`config.mk`:
```
export PLATFORM = sky130hd
export DESIGN_NAME = irq_ctrl_top
export DESIGN_NICKNAME = d
export VERILOG_FILES = /design/src/rtl/irq_ctrl_pkg.sv /design/src/rtl/irq_reg_decode.sv /design/src/rtl/irq_status_bank.sv /design/src/rtl/irq_mask_bank.sv /design/src/rtl/irq_line_gen.sv /design/src/rtl/irq_ctrl_top.sv
export SDC_FILE = /design/constraint.sdc
export NUM_CORES = 1
export LEC_CHECK = 0
export ABC_AREA = 1
export ABC_CLOCK_PERIOD_IN_PS = 2000
export CAP_MARGIN = 20
export CORE_ASPECT_RATIO = 0.8
export CORE_MARGIN = 2
export CORE_UTILIZATION = 40
export CTS_CLUSTER_DIAMETER = 100
export DETAILED_ROUTE_END_ITERATION = 12
export PLACE_DENSITY = 0.88
export SLEW_MARGIN = 30
export SYNTH_ARGS = -nofsm -noshare
export SYNTH_HDL_FRONTEND = slang
export SYNTH_HIERARCHICAL = 1
export SYNTH_SLANG_ARGS = --single-unit
```
`constraint.sdc`:
```
create_clock -name clk -period 2 [get_ports clk]
set_clock_uncertainty 0.15 [all_clocks]
set_input_delay 0.4 -clock clk [delete_from_list [all_inputs] [get_ports clk]]
set_output_delay 0.4 -clock clk [all_outputs]
set_load 0.01 [all_outputs]
```
`src/rtl/irq_ctrl_pkg.sv`:
```
// Package: constants shared by the interrupt controller and its checker.
// Assumes word-aligned register slots, with the slot index in bus address bits [ADDR_W-1:2].
package irq_ctrl_pkg;

    localparam int NUM_REGS    = 5;
    // Slot indices; the byte address of a slot is its index times four.
    localparam int IDX_STATUS  = 0;
    localparam int IDX_MASK    = 1;
    localparam int IDX_ENABLE  = 2;
    localparam int IDX_DISABLE = 3;
    localparam int IDX_TRIGGER = 4;

endpackage

```
`src/rtl/irq_reg_decode.sv`:
```
// Module: irq_reg_decode
// Turns a byte address into one-hot slot hits for reads, and into write hits gated by the write strobe.
// Assumes an address with bits [1:0] not zero selects no slot.
module irq_reg_decode #(
    parameter int ADDR_W = 8,
    parameter int NREG   = irq_ctrl_pkg::NUM_REGS
) (
    input  logic [ADDR_W-1:0] bus_addr,
    input  logic              bus_we,
    output logic [NREG-1:0]   rd_hit,
    output logic [NREG-1:0]   wr_hit
);
    localparam int IDX_W = ADDR_W - 2;

    logic aligned;

    // Only word-aligned accesses can select a slot.
    assign aligned = (bus_addr[1:0] == 2'b00);

    genvar g;
    generate
        for (g = 0; g < NREG; g++) begin : g_slot
            // Slot g is hit when the word index equals g.
            assign rd_hit[g] = aligned && (bus_addr[ADDR_W-1:2] == IDX_W'(g));
            assign wr_hit[g] = rd_hit[g] && bus_we;
        end
    endgenerate
endmodule

```
`src/rtl/irq_status_bank.sv`:
```
// Module: irq_status_bank
// Holds one sticky status flag per source.
// Events and software trigger set flags; write-one-to-clear removes them.
// Assumes set and clear can coincide on a bit, in which case the set wins.
module irq_status_bank #(
    parameter int NSRC = 10
) (
    input  logic            clk,
    input  logic            rst_n,
    input  logic [NSRC-1:0] evt,
    input  logic            set_stb,
    input  logic            clr_stb,
    input  logic [NSRC-1:0] wbits,
    output logic [NSRC-1:0] status_q
);
    genvar g;
    generate
        for (g = 0; g < NSRC; g++) begin : g_bit
            // Per-bit flag: a set (event or trigger) beats a clear in the same cycle.
            always_ff @(posedge clk) begin
                if (!rst_n) begin
                    status_q[g] <= 1'b0;
                end else if (evt[g] || (set_stb && wbits[g])) begin
                    status_q[g] <= 1'b1;
                end else if (clr_stb && wbits[g]) begin
                    status_q[g] <= 1'b0;
                end
            end
        end
    endgenerate
endmodule

```
`src/rtl/irq_mask_bank.sv`:
```
// Module: irq_mask_bank
// Holds one mask flag per source; reset masks every source.
// Changed only by the enable strobe (clear ones) and the disable strobe (set ones).
// Assumes at most one strobe per cycle, since one bus write per cycle.
module irq_mask_bank #(
    parameter int NSRC = 10
) (
    input  logic            clk,
    input  logic            rst_n,
    input  logic            en_stb,
    input  logic            dis_stb,
    input  logic [NSRC-1:0] wbits,
    output logic [NSRC-1:0] mask_q
);
    genvar g;
    generate
        for (g = 0; g < NSRC; g++) begin : g_bit
            // Per-bit mask: disable sets, enable clears, otherwise hold.
            always_ff @(posedge clk) begin
                if (!rst_n) begin
                    mask_q[g] <= 1'b1;
                end else if (dis_stb && wbits[g]) begin
                    mask_q[g] <= 1'b1;
                end else if (en_stb && wbits[g]) begin
                    mask_q[g] <= 1'b0;
                end
            end
        end
    endgenerate
endmodule

```
`src/rtl/irq_line_gen.sv`:
```
// Module: irq_line_gen
// Produces the registered interrupt request from the status and mask flags.
// Assumes both inputs are register outputs, so the line lags them by exactly one cycle.
module irq_line_gen #(
    parameter int NSRC = 10
) (
    input  logic            clk,
    input  logic            rst_n,
    input  logic [NSRC-1:0] status_q,
    input  logic [NSRC-1:0] mask_q,
    output logic            irq_o
);
    logic pending;

    // Any unmasked pending source requests an interrupt.
    assign pending = |(status_q & ~mask_q);

    // Register the request, so the output is glitch free.
    always_ff @(posedge clk) begin
        if (!rst_n) irq_o <= 1'b0;
        else        irq_o <= pending;
    end
endmodule

```
`src/rtl/irq_ctrl_top.sv`:
```
// Module: irq_ctrl_top
// Interrupt status and mask controller for NSRC sources on a 32-bit register bus.
// Assumes NSRC < DATA_W, single-cycle writes and combinational reads.
module irq_ctrl_top #(
    parameter int NSRC   = 10,
    parameter int ADDR_W = 8,
    parameter int DATA_W = 32
) (
    input  logic              clk,
    input  logic              rst_n,
    input  logic              bus_we,
    input  logic [ADDR_W-1:0] bus_addr,
    input  logic [DATA_W-1:0] bus_wdata,
    output logic [DATA_W-1:0] bus_rdata,
    input  logic [NSRC-1:0]   src_evt,
    output logic              irq_o
);
    import irq_ctrl_pkg::*;

    logic [NUM_REGS-1:0] rd_hit;
    logic [NUM_REGS-1:0] wr_hit;
    logic [NSRC-1:0]     wbits;
    logic [NSRC-1:0]     status_q;
    logic [NSRC-1:0]     mask_q;
    logic                unused_sig;

    // Only the per-source bits of write data have meaning.
    assign wbits      = bus_wdata[NSRC-1:0];
    assign unused_sig = ^{bus_wdata[DATA_W-1:NSRC], rd_hit[IDX_TRIGGER:IDX_ENABLE]};

    irq_reg_decode #(.ADDR_W(ADDR_W), .NREG(NUM_REGS)) u_decode (
        .bus_addr (bus_addr),
        .bus_we   (bus_we),
        .rd_hit   (rd_hit),
        .wr_hit   (wr_hit)
    );

    irq_status_bank #(.NSRC(NSRC)) u_status (
        .clk      (clk),
        .rst_n    (rst_n),
        .evt      (src_evt),
        .set_stb  (wr_hit[IDX_TRIGGER]),
        .clr_stb  (wr_hit[IDX_STATUS]),
        .wbits    (wbits),
        .status_q (status_q)
    );

    irq_mask_bank #(.NSRC(NSRC)) u_mask (
        .clk      (clk),
        .rst_n    (rst_n),
        .en_stb   (wr_hit[IDX_ENABLE]),
        .dis_stb  (wr_hit[IDX_DISABLE]),
        .wbits    (wbits),
        .mask_q   (mask_q)
    );

    irq_line_gen #(.NSRC(NSRC)) u_line (
        .clk      (clk),
        .rst_n    (rst_n),
        .status_q (status_q),
        .mask_q   (mask_q),
        .irq_o    (irq_o)
    );

    // Read mux: only status and mask return data; everything else reads zero.
    always_comb begin
        bus_rdata = '0;
        if (rd_hit[IDX_STATUS]) bus_rdata[NSRC-1:0] = status_q;
        if (rd_hit[IDX_MASK])   bus_rdata[NSRC-1:0] = mask_q;
    end
endmodule

```
# After elaboration in Yosys (flattened, before gate mapping)

Index checks and enable logic that the tools add are counted.
Widths: inputs -> output; s select.

Add/subtract/negate cells: 0
Multipliers: 0
Divide/modulo/power cells: 0
$lt $le $gt $ge: 0
Equality and inequality tests: 4
Shifts and indexed selects: 0
Muxes and demuxes: 22
Bitwise operators: 3
Reductions and logical operators: 82

Operator list:

| cell               | count |
|---|---|
| $logic_and 1x1->1  | 49 |
| $mux 1             | 20 |
| $mux 10            | 2 |
| $reduce_bool 2->1  | 10 |
| $reduce_or 2->1    | 10 |
| $eq 6x2->1 const B | 2 |
| $and 10x10->10     | 1 |
| $logic_or 1x1->1   | 10 |
| $not 10->10        | 1 |
| $reduce_or 10->1   | 1 |
| $eq 6x1->1 const B | 1 |
| $eq 6x3->1 const B | 1 |
| $logic_not 6->1    | 1 |
| $logic_not 2->1    | 1 |
| $not 1->1          | 1 |

Register bits after elaboration: 21
Latch bits: 0
Bits in writable memories: 0
Memory bits (read-only): 0
Output and inout port bits: 33
Memories: 0

# Longest topological paths before layout

Gate-level depths: netlist of the first run.

Word-level depth: 6
Gate-level depth with buffers: 9

# By module

Netlist of the first run, hierarchy kept.

By module, submodules not included:

| module          | instances | cells an instance | area an instance (um^2) | sequential area each (um^2) |
|---|---|---|---|---|
| irq_status_bank | 1         | 53                | 397.9                   | 200.2 |
| irq_mask_bank   | 1         | 53                | 389.1                   | 200.2 |
| irq_ctrl_top    | 1         | 56                | 316.6                   | 0.0 |
| irq_line_gen    | 1         | 31                | 137.6                   | 20.0 |
| irq_reg_decode  | 1         | 36                | 136.4                   | 0.0 |

# Worst setup path before layout of the first run

No wires, ideal clock.

Path type: in2out
From: in bus_addr[7]
To: out bus_rdata[7]
Arrival: 1.053 ns
Required time: 1.450 ns
Setup slack: 0.397 ns
Cell stages on the path: 8
Buffers on the path: 1
Cells stage by stage: nor2_1 > nand2_1 > inv_2 > nand2_1 > inv_1 > buf_6 > nand2_1 > nand2_1

Elaborated cells between the ends (all ways): 6

RTL lines:

| what              | RTL line             | RTL |
|---|---|---|
| start, declared   | irq_ctrl_top.sv:12   | `input logic [ADDR_W-1:0] bus_addr,` |
| $eq 6x1->1        | irq_reg_decode.sv:24 | `assign rd_hit[g] = aligned && (bus_addr[ADDR_W-1:2] == IDX_W'(g));` |
| $logic_and 1x1->1 | irq_reg_decode.sv:24 |  |
| via rd_hit[1]     | irq_ctrl_top.sv:20   | `logic [NUM_REGS-1:0] rd_hit;` |
| $mux 10           | irq_ctrl_top.sv:69   | `if (rd_hit[IDX_MASK]) bus_rdata[NSRC-1:0] = mask_q;` |
| end, declared     | irq_ctrl_top.sv:14   | `output logic [DATA_W-1:0] bus_rdata,` |

The timed path passes the listed nets, and every way through them passes these cells.

# Final worst setup path of the first run

From: in bus_addr[1]
To: out bus_rdata[6]

Cells in the longest elaborated chain, start to end: 4
Elaborated cells between the ends (all ways): 5

Ends and longest elaborated chain:

| what              | RTL line             | RTL |
|---|---|---|
| $logic_not 2->1   | irq_reg_decode.sv:18 | `assign aligned = (bus_addr[1:0] == 2'b00);` |
| $logic_and 1x1->1 | irq_reg_decode.sv:24 |  |
| via rd_hit[0]     | irq_ctrl_top.sv:20   |  |
| $mux 10           | irq_ctrl_top.sv:68   | `if (rd_hit[IDX_STATUS]) bus_rdata[NSRC-1:0] = status_q;` |
| $mux 10           | irq_ctrl_top.sv:69   |  |

The timed path passes the listed nets, and every way through them passes these cells.

==> results of run 1 <==
power by group:
part	internal (mW)	total, mW	switching, mW
clock network	0.142	0.277	0.135
logic	0.0685	0.139	0.0703
registers	0.433	0.445	0.0121
total	0.643	0.861	0.218
per-layer routing:
layer,GRT usage,part of all wire,up-vias
li1,-,-,755
met1,0.222,0.43,624
met2,0.298,0.48,72
met3,0.0489,0.084,4
met4,0.0448,0.0051,0
met5,0,0,-
through the flow:
stage                     power (mW)  hold WS [ns]  cells  instance area, um^2  setup TNS (ns)
final                          0.861         0.317    319                 1800               0
after global routing           0.900         0.341    319                 1800               0
after CTS                      0.868         0.322    319                 1820               0
after detailed placement       0.593         0.310    307                 1740           -7.85
after global placement         0.590         0.304    307                 1740           -7.54
after floorplan                0.540         0.292    246                 1440               0
worst reg2reg max path: cells and delay by family, from the launching register on:
kind | cells | cell delay (ns)
buffers and inverters | 2 | 0.10
DFF | 1 | 0.36
and+or+nand+nor | 5 | 0.40
layout make-up:
| type | count | share of cell area |
|---|---|---|
| clock buffer | 4 | 0.0250 |
| inverter | 22 | 0.0472 |
| tap | 40 | 0.0278 |
| sequential | 21 | 0.233 |
| timing repair buffer | 57 | 0.257 |
| multi-input combinational | 175 | 0.410 |
path summary, 6_finish.rpt:
check / from / to / slack, ns / cells after the start
setup / recovery: bus_addr[1] / bus_rdata[6] / 0.1 / 9
hold / removal: u_mask/mask_q[1] / u_mask/mask_q[1] / 0.32 / 2
hold reg to reg: u_mask/mask_q[1] / u_mask/mask_q[1] / 0.32 / 2
setup reg to reg: u_mask/mask_q[0] / u_line/irq_o / 0.89 / 7
registers in the layout (all words and copies together), names as in the netlist:
name and count:
u_line/irq_o 1, u_mask/mask_q 10, u_status/status_q 10
timing repair:
item | CTS | global route
endpoints found under the setup margin | 10 | 20
buffers inserted | 8 | 0
pin swaps | 9 | 9
resized for setup | 64 | 17
==> impl_metrics.py, run 1 <==
metrics = {
    "status": {
        "outcome": "completed",
    },
    "worst_hold_path": {
        "hold_class": "reg2reg",
    },
    "clock_network": {
        "ctsLongestPathBuffers": 2,
        "cts_made_buffers": 3,
        "cts_sinks": 21,
        "cts_root_buf": "clkbuf_8",
        "hold_buffers": 0,
        "cts_tree": "built",
        "path_clk_slew_ns": 0.07,
        "htree_levels": 1,
        "clk_latency_ns": 0.26,
    },
    "setup_path": {
        "crit_path_top_delay_cell": "buf_6",
        "worstPathArrival_ns": 1.35,
        "critPathKind": "in2out",
        "cpPeakStageDelay_ns": 0.14,
        "cp_max_fo": 6,
        "cp_top_family": "simple AND/OR/NAND/NOR gates",
        "startpoint_type": "primary input",
        "crit_chain": "clkbuf_2 > nor2_1 > nand2_2 > nor2_2 > buf_6 > buf_6 > nand3_2 > nand2_1 > buf_2",
        "cpMostUsedCell": "buf_6",
        "cp_num_buf_inv": 4,
        "crit_required_ns": 1.45,
        "end_kind": "output port",
    },
    "die": {
        "io_pins": 86,
        "dieArea_mm2": 0.00389,
        "std_cell_rows": 18,
        "floorplan.initialDensity": 0.429,
        "die_h_um": 56.2,
        "core_mm2": 0.00318,
        "die_w_um": 69.3,
    },
    "sta": {
        "hold_viol": 0,
        "min_period_ns": 1.90,
        "slew_headroom": 0.501,
        "finalCritPeriodShare": 0.950,
        "max_slew.worst_pin.slew_ns": 0.745,
        "finalWorstSetupSlack_ns": 0.0991,
        "drv_slew": 0,
        "fmaxAchievable_mhz": 526,
        "setup_viol": 0,
        "rsz0062_at_grt": "false",
    },
    "drt": {
        "drc": 0,
        "ant_nets": 0,
        "drt-total-wl_um": 3360,
        "drt_first_pass_iters": 4,
        "drt_iter0_drc": 110,
        "vias": 1455,
        "wl_per_cell_um": 10.5,
        "viasPerCell": 4.56,
    },
    "logic_synthesis": {
        "mappedNetlistArea_mm2": 0.00136,
        "netlist_instances": 225,
        "yosysWarnings": 6,
        "syn_avg_cell_area_um2": 6.06,
    },
    "layout": {
        "final_core_util": 0.567,
        "multi_input_area_um2": 738,
        "antenna_cells": 0,
        "seq_area_um2": 420,
        "drive_gt1_frac": 0.179,
        "final_common_cell": "nand2_1",
        "fillCellCount": 306,
        "area_growth_pct": 32.2,
        "fin_nets": 333,
        "most-common-layout-cells": "nand2_1 (94), a21oi_1 (30), clkdlybuf4s50_1 (23)",
    },
    "grt": {
        "overflow": 0,
        "grt_pass1_wl_um": 5630,
        "track_usage": 0.177,
        "grt_max_degree": 12,
        "first_global_vias": 1259,
        "antenna_found_initial": 0,
    },
    "power_and_ir_drop": {
        "powerDensity_mw_per_mm2": 478,
        "vdd_ir_drop_max_mv": 0.341,
        "p_leak_nw": 1.01,
    },
    "placed_design": {
        "dp_hpwl_um": 2440,
        "port_buffers": 41,
        "gp_congestion": 0.873,
        "pre_cts_ws_ns": -0.634,
    },
    "flow_run": {
        "drv_cap": 0,
    },
}
(Power assumes the default switching activity.)
==> inputs of run 2 (changes only) <==
- CAP_MARGIN: 20 -> unset
- SKIP_CTS_REPAIR_TIMING: unset -> 1
==> impl_metrics.py, run 2 (synthesis gave the netlist of run 1 again) <==
metrics = {
    "status": {
        "outcome": "completed",
    },
    "sta": {
        "fmaxAchievable_mhz": 526,
        "slew_headroom": 0.524,
        "finalCritPeriodShare": 0.951,
        "drv_slew": 0,
        "setup_viol": 0,
        "min_period_ns": 1.90,
        "finalWorstSetupSlack_ns": 0.0973,
        "max_slew.worst_pin.slew_ns": 0.712,
        "hold_viol": 0,
    },
    "drt": {
        "drc": 0,
        "ant_nets": 0,
        "vias": 1413,
        "drt_first_pass_iters": 4,
        "viasPerCell": 4.53,
        "drt_iter0_drc": 96,
        "wl_per_cell_um": 10.6,
        "drt-total-wl_um": 3300,
    },
    "clock_network": {
        "cts_sinks": 21,
        "cts_tree": "built",
        "path_clk_slew_ns": 0.07,
        "ctsLongestPathBuffers": 2,
        "cts_made_buffers": 3,
        "clk_latency_ns": 0.26,
        "cts_root_buf": "clkbuf_8",
        "htree_levels": 1,
    },
    "die": {
        "io_pins": 86,
        "core_mm2": 0.00318,
        "die_h_um": 56.2,
        "std_cell_rows": 18,
        "dieArea_mm2": 0.00389,
        "floorplan.initialDensity": 0.429,
        "die_w_um": 69.3,
    },
    "setup_path": {
        "worstPathArrival_ns": 1.35,
        "cp_top_family": "buffers and inverters",
        "startpoint_type": "primary input",
        "crit_required_ns": 1.45,
        "cpPeakStageDelay_ns": 0.15,
        "cp_num_buf_inv": 5,
        "cp_max_fo": 6,
        "end_kind": "output port",
        "critPathKind": "in2out",
        "crit_path_top_delay_cell": "dlymetal6s2s_1",
        "crit_chain": "dlymetal6s2s_1 > inv_1 > nand2_1 > nor2_1 > nand2_2 > inv_4 > buf_6 > nand2_1 > nand2_1 > buf_2",
        "cpMostUsedCell": "nand2_1",
    },
    "worst_hold_path": {
        "hold_class": "reg2reg",
    },
    "layout": {
        "final_common_cell": "nand2_1",
        "final_core_util": 0.567,
        "area_growth_pct": 32.0,
        "top_regs": "u_mask/mask_q: 10 flops, u_status/status_q: 10 flops, u_line/irq_o: 1 flops",
        "antenna_cells": 0,
        "most-common-layout-cells": "nand2_1 (92), a21oi_1 (30), clkdlybuf4s50_1 (23)",
        "fin_nets": 326,
        "drive_gt1_frac": 0.129,
    },
    "power_and_ir_drop": {
        "p_leak_nw": 1.04,
        "powerDensity_mw_per_mm2": 478,
        "vdd_ir_drop_max_mv": 0.340,
    },
    "grt": {
        "antenna_found_initial": 0,
        "grt_pass1_wl_um": 5440,
        "track_usage": 0.171,
        "first_global_vias": 1233,
        "overflow": 0,
        "grt_max_degree": 12,
    },
    "placed_design": {
        "port_buffers": 41,
        "pre_cts_ws_ns": -0.634,
        "gp_congestion": 0.873,
        "dp_hpwl_um": 2440,
    },
    "flow_run": {
        "drv_cap": 0,
    },
}
run 2: cell types whose count changed in the layout (fill, tap and decap cells not counted), moves of 2 or more:
cell / change
buf_2: -5
buf_4: -5
buf_6: -2
clkbuf_2: -2
dlymetal6s2s_1: +7
nand2_1: -2
nand2_2: +2
nor2_1: +2
nor2_2: -3
run 2: metrics by stage:
| stage | cell area [um^2] | hold slack, ns | setup TNS (ns) | instances | power [mW] |
|---|---|---|---|---|---|
| finish | 1800 | 0.317 | 0 | 312 | 0.859 |
| floorplan | 1440 | 0.292 | 0 | 246 | 0.540 |
| global route | 1800 | 0.341 | -0.000852 | 312 | 0.899 |
| global placement | 1740 | 0.304 | -7.54 | 307 | 0.590 |
| CTS | 1780 | 0.322 | -6.21 | 311 | 0.868 |
| detailed placement | 1740 | 0.310 | -7.85 | 307 | 0.593 |
run 2: power breakdown:
part | switching (mW) | internal [mW]
registers | 0.0120 | 0.433
logic | 0.0689 | 0.0697
clock network | 0.134 | 0.142
run 2: routing by layer:
layer / track usage / vias to the layer above / part of all wire
li1: - / 744 / -
met1: 0.215 / 609 / 0.44
met2: 0.287 / 58 / 0.47
met3: 0.0471 / 2 / 0.085
met4: 0.0476 / 0 / 0.0027
met5: 0 / - / 0
run 2: area by class of cell:
cell class / count / area, um^2
fill: 306 / 1380
multi-input combinational: 175 / 738
timing repair buffer: 50 / 455
sequential: 21 / 420
inverter: 22 / 90.1
tap: 40 / 50.0
clock buffer: 4 / 45.0
run 2: worst paths after layout:
check / from / end / slack [ns] / cells past startpoint
max: bus_addr[3] / bus_rdata[6] / 0.1 / 10
min: u_mask/mask_q[1] / u_mask/mask_q[1] / 0.32 / 2
min reg2reg: u_mask/mask_q[1] / u_mask/mask_q[1] / 0.32 / 2
max reg2reg: u_mask/mask_q[0] / u_line/irq_o / 0.88 / 7
run 2: tightest hold or removal path: stages, from the launching register on:
cell and delay [ns]:
dfxtp_1 0.32, nand2_1 0.06, nand2_1 0.04
